## src/rtl/amb_pkg.sv

```systemverilog
package amb_pkg;
  // Instruction class codes presented with each start strobe
  typedef enum logic [1:0] {
    CLS_OP2   = 2'd0,
    CLS_OP1   = 2'd1,
    CLS_OTH_A = 2'd2,
    CLS_OTH_B = 2'd3
  } insn_cls_e;

  localparam int unsigned OFS_ONE = 1;
  localparam int unsigned OFS_TWO = 2;
endpackage

```

## src/rtl/amb_chan.sv

```systemverilog
module amb_chan #(
  parameter int AW = 20,
  parameter int DW = 16
) (
  input  logic          clk,
  input  logic          rst,
  input  logic          wr_lo,
  input  logic          wr_hi,
  input  logic          wr_en,
  input  logic [DW-1:0] wdata,
  input  logic          en_d,
  input  logic [AW-1:0] insn_addr,
  output logic [AW-1:0] addr_q,
  output logic          en_q,
  output logic          hit
);
  localparam int HW = AW - DW;

  always_ff @(posedge clk) begin
    if (rst) begin
      addr_q <= '0;
      en_q   <= 1'b0;
    end else begin
      if (wr_lo) addr_q[DW-1:0]  <= wdata;
      if (wr_hi) addr_q[AW-1:DW] <= wdata[HW-1:0];
      if (wr_en) en_q            <= en_d;
    end
  end

  assign hit = en_q && (insn_addr == addr_q);
endmodule

```

## src/rtl/amb_arb.sv

```systemverilog
module amb_arb
  import amb_pkg::*;
#(
  parameter int AW  = 20,
  parameter int NCH = 2,
  parameter int SW  = 1
) (
  input  logic           clk,
  input  logic           rst,
  input  logic           start,
  input  logic [NCH-1:0] match_vec,
  input  logic [AW-1:0]  insn_addr,
  input  logic [1:0]     insn_cls,
  output logic           irq_req,
  output logic [SW-1:0]  irq_src,
  output logic [AW-1:0]  irq_pc
);
  logic [SW-1:0] sel;
  logic [AW-1:0] ofs;
  logic          take;

  // lowest channel number has priority
  always_comb begin
    sel = '0;
    for (int i = NCH - 1; i >= 0; i--) begin
      if (match_vec[i]) sel = SW'(i);
    end
  end

  always_comb begin
    if (insn_cls_e'(insn_cls) == CLS_OP1) ofs = AW'(OFS_ONE);
    else                                  ofs = AW'(OFS_TWO);
  end

  assign take = start && (|match_vec);

  always_ff @(posedge clk) begin
    if (rst) begin
      irq_req <= 1'b0;
      irq_src <= '0;
      irq_pc  <= '0;
    end else begin
      irq_req <= take;
      if (take) begin
        irq_src <= sel;
        irq_pc  <= insn_addr + ofs;
      end
    end
  end
endmodule

```

## src/rtl/amb_unit.sv

```systemverilog
module amb_unit #(
  parameter int AW  = 20,
  parameter int DW  = 16,
  parameter int NCH = 2,
  parameter int RAW = 3
) (
  input  logic                                  clk,
  input  logic                                  rst,
  input  logic                                  reg_wr,
  input  logic [RAW-1:0]                        reg_addr,
  input  logic [DW-1:0]                         reg_wdata,
  output logic [DW-1:0]                         reg_rdata,
  input  logic                                  insn_start,
  input  logic [AW-1:0]                         insn_addr,
  input  logic [1:0]                            insn_cls,
  output logic                                  irq_req,
  output logic [((NCH > 1) ? $clog2(NCH) : 1)-1:0] irq_src,
  output logic [AW-1:0]                         irq_pc
);
  localparam int SW     = (NCH > 1) ? $clog2(NCH) : 1;
  localparam int HW     = AW - DW;
  localparam int EN_OFS = 2 * NCH;

  logic [AW-1:0]  ch_addr [NCH];
  logic [NCH-1:0] ch_en;
  logic [NCH-1:0] match_vec;
  logic           wr_enreg;

  assign wr_enreg = reg_wr && (reg_addr == RAW'(EN_OFS));

  for (genvar c = 0; c < NCH; c++) begin : g_ch
    amb_chan #(.AW(AW), .DW(DW)) u_ch (
      .clk       (clk),
      .rst       (rst),
      .wr_lo     (reg_wr && (reg_addr == RAW'(2 * c))),
      .wr_hi     (reg_wr && (reg_addr == RAW'(2 * c + 1))),
      .wr_en     (wr_enreg),
      .wdata     (reg_wdata),
      .en_d      (reg_wdata[c]),
      .insn_addr (insn_addr),
      .addr_q    (ch_addr[c]),
      .en_q      (ch_en[c]),
      .hit       (match_vec[c])
    );
  end

  always_comb begin
    reg_rdata = '0;
    for (int c = 0; c < NCH; c++) begin
      if (reg_addr == RAW'(2 * c))     reg_rdata = ch_addr[c][DW-1:0];
      if (reg_addr == RAW'(2 * c + 1)) reg_rdata = DW'(ch_addr[c][AW-1:DW]);
    end
    if (reg_addr == RAW'(EN_OFS)) reg_rdata = DW'(ch_en);
  end

  amb_arb #(.AW(AW), .NCH(NCH), .SW(SW)) u_arb (
    .clk       (clk),
    .rst       (rst),
    .start     (insn_start),
    .match_vec (match_vec),
    .insn_addr (insn_addr),
    .insn_cls  (insn_cls),
    .irq_req   (irq_req),
    .irq_src   (irq_src),
    .irq_pc    (irq_pc)
  );
endmodule

```

## config.mk

```make
export PLATFORM = sky130hd
export DESIGN_NAME = amb_unit
export DESIGN_NICKNAME = d
export VERILOG_FILES = /design/src/rtl/amb_pkg.sv /design/src/rtl/amb_chan.sv /design/src/rtl/amb_arb.sv /design/src/rtl/amb_unit.sv
export SDC_FILE = /design/constraint.sdc
export NUM_CORES = 1
export LEC_CHECK = 0
export CAP_MARGIN = 15
export CORE_MARGIN = 2
export CORE_UTILIZATION = 48
export DETAILED_ROUTE_END_ITERATION = 6
export PLACE_DENSITY = 0.83
export SLEW_MARGIN = 20
export SYNTH_ARGS = -nofsm -noshare
export SYNTH_HDL_FRONTEND = slang
export SYNTH_SLANG_ARGS = --single-unit
```

## constraint.sdc

```tcl
create_clock -name clk -period 4.1 [get_ports clk]
set_input_delay 0.82 -clock clk [delete_from_list [all_inputs] [get_ports clk]]
set_output_delay 0.82 -clock clk [all_outputs]
set_load 0.05 [all_outputs]
```

== Word level (Yosys, flattened, before mapping) ==
Cells that the tools add are included.

* Flip-flop bits (word level): 64
* Bits of input ports: 45
* Output and inout port bits: 38

* Add/subtract/negate cells: 1
* Equality and inequality tests: 7
* Mux-type cells: 8
* Reduce and logical (&&, ||, !) cells: 10

{| class="wikitable"
|+ Operator list
! cell !! count
|-
| two-way mux 16 bit || 5
|-
| == test 20 bit || 2
|-
| adder 20 x 2 -> 20 bit || 1
|-
| logical AND 1 bit || 8
|-
| == test 3 x 2 -> 1 bit (second input constant) || 2
|-
| == test 3 x 1 -> 1 bit (second input constant) || 1
|-
| == test 3 bit (second input constant) || 1
|-
| logical NOT 3 bit || 1
|-
| == test 2 x 1 -> 1 bit (second input constant) || 1
|-
| two-way mux 1 bit || 2
|-
| two-way mux 2 bit || 1
|-
| OR reduction 2 bit || 1
|}

== Depth between registers and ports, before layout ==
Gate-level depths: netlist of the first run.

* Depth after elaboration: 6
* Depth in mapped cells: 10
* Gate-level depth less buffers: 10

== Cells and area by module ==
A second synthesis of the first run with hierarchy kept.

* Cell total of the unflattened synthesis: 383
* Area, all modules: 3,572.2 sq um

{| class="wikitable"
|+ Modules (own cells, without submodules)
! module !! times used !! cells an instance !! area an instance (sq um) !! sequential area each (sq um)
|-
| amb_chan || 2 || 95 || 957.2 || 420.4
|-
| amb_arb || 1 || 139 || 1,243.7 || 440.4
|-
| amb_unit || 1 || 54 || 414.1 || 0.0
|}

== Worst setup path before layout of the first run ==
Ideal clock, no wire load.

* Path type: input to output
* Start: in reg_addr[1]
* End: out reg_rdata[10]
* Data arrival time: 2,403 ps
* Path slack: 877 ps
* Stages on the path: 4
* Cell sequence: buf_1 -> clkbuf_1 -> mux2i_1 -> nor2_1

* Word-level cells in the longest chain between the ends: 6
* Elaborated cells between the ends (all ways): 10
* Classes of those cells: eq/ne: 4; mux: 5; reduce/logical: 1

{| class="wikitable"
|+ RTL lines
! item !! RTL line !! RTL
|-
| start, declared || amb_unit.sv:10 || <nowiki>input logic [RAW-1:0] reg_addr,</nowiki>
|-
| logical NOT 3 bit || amb_unit.sv:50 || <nowiki>if (reg_addr == RAW'(2 * c)) reg_rdata = ch_addr[c][DW-1:0];</nowiki>
|-
| two-way mux 16 bit || amb_unit.sv:50 ||
|-
| two-way mux 16 bit || amb_unit.sv:51 || <nowiki>if (reg_addr == RAW'(2 * c + 1)) reg_rdata = DW'(ch_addr[c][AW-1:DW]);</nowiki>
|-
| two-way mux 16 bit || amb_unit.sv:50 ||
|-
| two-way mux 16 bit || amb_unit.sv:51 ||
|-
| two-way mux 16 bit (*) || amb_unit.sv:53 || <nowiki>if (reg_addr == RAW'(EN_OFS)) reg_rdata = DW'(ch_en);</nowiki>
|-
| end, declared || amb_unit.sv:12 || <nowiki>output logic [DW-1:0] reg_rdata,</nowiki>
|}

Every way passes the cells marked *; elsewhere a longest branch is shown, timed or not.

== Final worst setup path of the first run ==
* Start: in reg_addr[0]
* End: out reg_rdata[1]

The elaborated chain is that of the path after synthesis.

==> results of run 1 <==
cells by family (layout without fill, tap and decap cells):
| group | Yosys count | in the layout | share of synthesized area [%] |
|---|---|---|---|
| AOI/OAI and AO/OA | 64 | 64 | 10.56 |
| xor gates and xnor gates | 58 | 58 | 13.96 |
| adders and majority gates | 3 | 3 | 1.238 |
| buffers and inverters | 45 | 108 | 5.296 |
| DFF | 64 | 64 | 35.21 |
| muxes | 26 | 26 | 7.909 |
| and+or+nand+nor | 188 | 188 | 25.83 |
through the flow:
step	instance area, sq um	hold slack [ps]	worst slack [ps]	utilization, %	power (mW)
floorplan	3638	458.1	876.5	-	0.7582
global placement	4444	471.0	691.6	60.95	0.8384
detailed placement	4444	477.6	668.9	60.95	0.8414
CTS	4649	486.6	669.5	63.76	1.391
global route	4652	499.6	596.4	63.80	1.436
finish	4652	485.2	669.3	63.80	1.386
flip-flops by register name, summed over array words and instances (netlist names):
name,count
g_ch.u_ch.addr_q,40
g_ch.u_ch.en_q,2
u_arb.irq_pc,20
u_arb.irq_req,1
u_arb.irq_src,1
report_power, final:
group	internal [mW]	switching, mW	total, mW
combinational	0.0891	0.101	0.190
sequential	0.630	0.0100	0.640
clock	0.325	0.230	0.555
total	1.04	0.341	1.39
layout by cell type (no fill, tap or decap):
master           instances
o21ai_0                  5
and4_1                   1
nor3b_1                  1
xor2_1                  23
nand3_1                 10
nand3b_1                 2
and3_1                   2
nor4_2                   1
mux4_2                   2
inv_1                    7
nor2b_1                  1
ha_1                     2
o21a_1                  18
buf_4                   18
nand4_1                  9
mux2i_1                 22
clkinv_2                 2
o21ai_1                  1
a21oi_1                 37
nor2_1                  33
clkdlybuf4s50_1         65
nor4_1                   7
dfxtp_1                 64
or2_2                    2
fa_1                     1
nor3_1                  31
mux2_2                   2
or3_1                    2
o221a_2                  3
and2_1                   3
buf_12                   3
nand2b_1                 3
or3b_2                   2
nor3_2                  10
xnor2_1                 35
nand2_1                 67
bufinv_16                1
clkbuf_8                12
nor4_4                   1
worst min-delay path, cell delays in order (launching register included):
cell and delay [ps]:
dfxtp_1 330, nand2_1 60, a21oi_1 50
cell type report:
cell class	instances	area [sq um]	share of cell area [%]
Multi-Input combinational cell	339	2170	46.64
Clock buffer	12	165.2	3.550
Tap cell	99	123.9	2.663
Inverter	7	26.28	0.5648
Timing Repair Buffer	86	845.8	18.18
Clock inverter	3	40.04	0.8607
Sequential cell	64	1281	27.54
synth_stat cells (all sizes together), types with 10 or more instances:
master | count | area (sq um)
nand2 | 67 | 251.5
dfxtp | 64 | 1281
nor3 | 41 | 250.2
a21oi | 37 | 185.2
xnor2 | 35 | 306.5
nor2 | 33 | 123.9
clkbuf | 28 | 105.1
xor2 | 23 | 201.4
mux2i | 22 | 220.2
o21a | 18 | 135.1
buf | 10 | 61.30
nand3 | 10 | 50.05
routing by layer:
layer / vias up / global-route usage, % / share of wire (%)
met5: - / 0 / 0
met4: 0 / 11.11 / 2.5
li1: 1635 / - / -
met3: 16 / 3.485 / 5.1
met2: 106 / 39.20 / 49
met1: 1572 / 29.83 / 43
worst paths after layout:
| path | from | cells after the start | slack, ps | endpoint |
|---|---|---|---|---|
| setup / recovery | reg_addr[0] | 6 | 670 | reg_rdata[1] |
| hold / removal | g_ch[1].u_ch.addr_q[8]$_SDFFE_PP0P_ | 2 | 490 | g_ch[1].u_ch.addr_q[8]$_SDFFE_PP0P_ |
| setup reg to reg | g_ch[0].u_ch.addr_q[13]$_SDFFE_PP0P_ | 7 | 1960 | u_arb.irq_pc[0]$_SDFFE_PP0P_ |
| hold reg to reg | g_ch[1].u_ch.addr_q[8]$_SDFFE_PP0P_ | 2 | 490 | g_ch[1].u_ch.addr_q[8]$_SDFFE_PP0P_ |
==> out/qor.yml, run 1 <==
outcome: "completed"
critPathKind: "in -> out"
cts_buffer_depth: 2
cpPeakStageDelay_ps: 730
first_global_vias: 3151
synth_seq_area_share_pct: 35.21
grt_pass1_wl_mm: 15.62
min_period_ps: 3431
synth_edf_count: 0
fin_crit_sh_pct: 83.68
syn_area_sq_um: 3638
critPathCaptureType: "output pin"
core_sq_um: 7292
start_kind: "input pin"
place_congestion: 0.8932
setup_tns_ps: 0
clock_sinks: 64
ys_seq_elements: 64
cellPowerDensity_nw_per_um2: 297.9
post-place-cells: 595
skew_ps: 7.304
grt_antenna_before_repair: 0
die_x_microns: 91.07
tritoncts: "done"
setup_viol: 0
worstPathCellList: "clkdlybuf4s50_1 -> mux2_2 -> o221a_2 -> o21ai_0 -> a21oi_1 -> buf_12"
path_delay_family: "buffers and inverters"
ctsResizeCount: 0
cp.arrival_ps: 2610
maxSlewHeadroom_pct: 42.64
cts_made_buffers: 9
grt_max_degree: 65
rsz0062_at_grt: "no"
drv_cap: 0
grt_overflow_total: 0
start_util_pct: 49.90
viasPerCell: 5.457
slew_viol_final: 0
hold_class: "reg -> reg"
wl_per_cell_microns: 15.79
antenna_left: 0
power.leakage_nw: 1.681
die_area_sq_um: 8293
final_cells: 610
num_io_pins: 83
holdBufCountCts: 0
ir_drop_mv: 0.1568
area_growth_pct: 27.85
cp_slowest_cell: "clkdlybuf4s50_1"
synth-main-ff-cell: "dfxtp_1"
yosys_warnings: 0
portBuffers: 82
place.detailed.hpwl_mm: 7.041
avgSynthCellArea_sq_um: 8.122
clkSlewWorstSetupHoldPaths_ps: 60
layout.nets: 555
remaining_drc_errors: 0
drive_above_1_share_pct: 11.55
drt-initial-drc-count: 178
grtUsageTotal_pct: 23.51
wl_mm: 9.629
cts_setup_buffers: 0
fmax_mhz: 291.5
crit_fanout: 12
worstPathRequired_ps: 3280
cts-htree-levels: 3
clkLatencyLatePin_ps: 330
row_count: 31
diodes: 0
async_flop_share_pct: 0
synth_cell_type_count: 37
die_h_microns: 91.07
fillerInstances: 631
synth_fp_nets: 496
cts_root_buf: "clkbuf_8"
synth_cells: 448
drt_pass1_iterations: 6
vias: 3329
hold_violations: 0
tightestPinTransition_ps: 858.6
path_buf_inv: 2
Power figures use the tool's default switching activity.
==> run 2, diff against run 1 <==
==> constraint.sdc (replaced) <==
create_clock -name clk -period 3.2 [get_ports clk]
set_input_delay 0.64 -clock clk [delete_from_list [all_inputs] [get_ports clk]]
set_output_delay 0.64 -clock clk [all_outputs]
set_load 0.05 [all_outputs]
==> run 2 against run 1 <==
  * Combinational power up 32%
  * Total power rose by 33%
  * Highest routed layer unchanged
  * Clock-buffer cell count fell by 3
  * Register-to-register slack worse by 740 ps
  * Via count grew 0.48%
  * First-iteration DRC count down 1.7%
  * Sequential share of layout area down 1.2 points
  * Cell area grew 4.6%
  * Critical path depth fell by 2
  * Critical endpoint is now reg_rdata[3]
  * Clock power is 39% higher
==> out/qor.yml, run 2 (synthesis results as in run 1) <==
outcome: "completed"  # unchanged
cp.arrival_ps: 2240  # was 2610 ps
row_count: 31  # unchanged
seqPwrFrac_pct: 44.5  # was 46.2%
grt_antenna_before_repair: 0  # unchanged
layout.nets: 557  # was 555
total_power_mw: 1.843  # was 1.386 mW
grt_pass1_wl_mm: 15.69  # was 15.62 mm
layout_commonest_cell: "nand2_1"  # unchanged
start_kind: "input pin"  # unchanged
min_period_ps: 2878
r2r_end: "u_arb.irq_pc[14]$_SDFFE_PP0P_"  # was u_arb.irq_pc[0]$_SDFFE_PP0P_
largest_reg_flops: 40  # unchanged
vias: 3345  # was 3329
cts-htree-levels: 3  # unchanged
holdBufCountCts: 0  # unchanged
viasPerCell: 5.457  # about the same
intPower_mw: 1.364  # was 1.045 mW
clkLatencyLatePin_ps: 350  # was 330 ps
reg2reg_setup_slack_ps: 1220  # was 1960 ps
skew_ps: 4.279  # was 7.304 ps
r2r_cells: 7  # unchanged
ir_drop_mv: 0.2306  # was 0.1568 mV
portBuffers: 82  # unchanged
grtUsageTotal_pct: 24.07  # was 23.51%
fin_crit_sh_pct: 89.92
place.detailed.hpwl_mm: 7.456  # was 7.041 mm
first_global_vias: 3188  # was 3151
fmax_mhz: 347.5
rsz0062_at_grt: "no"  # unchanged
drt-initial-drc-count: 175  # was 178
setup_tns_ps: 0  # unchanged
hold_class: "reg -> reg"  # unchanged
remaining_drc_errors: 0  # unchanged
final_cell_mix: "nand2_1 (67), clkdlybuf4s50_1 (65), dfxtp_1 (64)"  # unchanged
diodes: 0  # unchanged
cts_buffer_depth: 2  # unchanged
crit_fanout: 7  # was 12
cts_setup_buffers: 0  # unchanged
drv_cap: 0  # unchanged
critPathCaptureType: "output pin"  # unchanged
critPathKind: "in -> out"  # unchanged
place_congestion: 0.9824  # was 0.8932
p_sw_share_pct: 26.01  # was 24.61%
maxSlewHeadroom_pct: 32.77  # was 42.64%
wl_per_cell_microns: 16.13  # was 15.79 microns
wl_mm: 9.886  # was 9.629 mm
max_flop_register: "g_ch.u_ch.addr_q"  # unchanged
die_x_microns: 91.07  # unchanged
die_h_microns: 91.07  # unchanged
cellPowerDensity_nw_per_um2: 378.7  # was 297.9 nW/um^2
die_area_sq_um: 8293  # unchanged
min_to: "g_ch[1].u_ch.addr_q[8]$_SDFFE_PP0P_"  # unchanged
start_util_pct: 49.90  # unchanged
cts_made_buffers: 9  # unchanged
num_io_pins: 83  # unchanged
switchingPower_uw: 479.4  # was 341.0 uW
min_path_cells: 2  # unchanged
setup_viol: 0  # unchanged
drive_above_1_share_pct: 12.06  # was 11.55%
worst_slack_ps: 322.5  # was 669.3 ps
antenna_left: 0  # unchanged
power.leakage_nw: 1.725  # was 1.681 nW
drt_pass1_iterations: 5  # was 6
tritoncts: "done"  # unchanged
pwr-share-comb_pct: 13.5  # was 13.7%
core_sq_um: 7292  # unchanged
area_growth_pct: 33.77  # was 27.85%
slew_viol_final: 0  # unchanged
hold_violations: 0  # unchanged
clock_sinks: 64  # unchanged
clkSlewWorstSetupHoldPaths_ps: 70  # was 60 ps
p_clk_share_pct: 42.0  # was 40.1%
hp-start: "g_ch[1].u_ch.addr_q[8]$_SDFFE_PP0P_"  # unchanged
worstPathRequired_ps: 2560  # was 3280 ps
grt_max_degree: 43  # was 65
tightestPinTransition_ps: 1005  # was 858.6 ps
ctsResizeCount: 0  # unchanged
detailedPlace.worstSlack_ps: 284.4  # was 668.9 ps
cts_root_buf: "clkbuf_8"  # unchanged
largestRegisters: "g_ch.u_ch.addr_q x40, u_arb.irq_pc x20, g_ch.u_ch.en_q x2"  # unchanged
grt_overflow_total: 0  # unchanged
timing.rr.start: "g_ch[0].u_ch.addr_q[17]$_SDFFE_PP0P_"  # was g_ch[0].u_ch.addr_q[13]$_SDFFE_PP0P_
-- run 2: cell count changes in the layout (fill, tap and decap cells not counted) --
| cell | previous run | this run |
|---|---|---|
| clkinv_4 | 0 | 1 |
| buf_4 | 18 | 4 |
| clkinvlp_4 | 0 | 3 |
| bufinv_16 | 1 | 2 |
| buf_12 | 3 | 18 |
| clkinv_2 | 2 | 1 |
| buf_2 | 0 | 1 |
| clkbuf_8 | 12 | 9 |
-- run 2: critical path: stages --
cell	delay, ps
clkdlybuf4s50_1	670
mux4_2	560
and2_1	170
buf_4	180
-- run 2: worst max-delay path by stage --
stage                     start                             to  slack (ps)  cells after the start
detailed placement  insn_cls[1]  u_arb.irq_pc[12]$_SDFFE_PP0P_         280                     11
global route        reg_addr[0]                   reg_rdata[0]         260                      7
floorplan           reg_addr[1]                  reg_rdata[10]         340                      4
global placement    reg_addr[1]                   reg_rdata[3]         310                      4
finish              reg_addr[1]                   reg_rdata[3]         320                      4
CTS                 reg_addr[1]                   reg_rdata[3]         310                      4
-- run 2: per-stage QoR --
stage          instance area (sq um)  utilization (%)  instances  hold slack, ps
6_report                        4867            66.75        613           488.9
5_1_grt                         4867            66.75        613           515.8
4_1_cts                         4867            66.75        613           484.1
3_5_place_dp                    4647            63.73        597           474.5
3_3_place_gp                    4647            63.73        597           469.3
2_1_floorplan                   3638                -        448           458.1
-- run 2: area by class of cell --
| cell class | instances | area, sq um |
|---|---|---|
| fillers | 642 | 2425 |
| multi-input cells | 339 | 2170 |
| flip-flops and latches | 64 | 1281 |
| repair buffers | 88 | 1046 |
| clock buffers | 9 | 123.9 |
| well taps | 99 | 123.9 |
| clock inverters | 7 | 96.34 |
| inverters | 7 | 26.28 |
-- run 2: power groups by stage --
stage	Combinational (mW)	Sequential, mW	Clock (mW)
2_1_floorplan	0.138	0.833	0
3_3_place_gp	0.245	0.838	0
3_5_place_dp	0.247	0.838	0
4_1_cts	0.249	0.820	0.780
5_1_grt	0.268	0.821	0.810
6_report	0.250	0.820	0.774
-- run 2: routing by layer --
| layer | global-route usage, % | vias to the layer above | share of wire, % | wire length [microns] |
|---|---|---|---|---|
| met2 | 37.78 | 119 | 48 | 4725 |
| met5 | 0 | - | 0 | 0 |
| met1 | 30.99 | 1562 | 43 | 4226 |
| li1 | - | 1641 | - | - |
| met4 | 14.90 | 0 | 3.5 | 347 |
| met3 | 3.651 | 23 | 5.9 | 587 |
==> run 3, diff against run 2 <==
--- a/config.mk
+++ b/config.mk
@@ -5,7 +5,6 @@
 export SDC_FILE = /design/constraint.sdc
 export NUM_CORES = 1
 export LEC_CHECK = 0
-export CAP_MARGIN = 15
 export CORE_MARGIN = 2
 export CORE_UTILIZATION = 48
 export DETAILED_ROUTE_END_ITERATION = 6
==> results of run 3 <==
Final layout, timing and power as in run 2 (identical DEF).
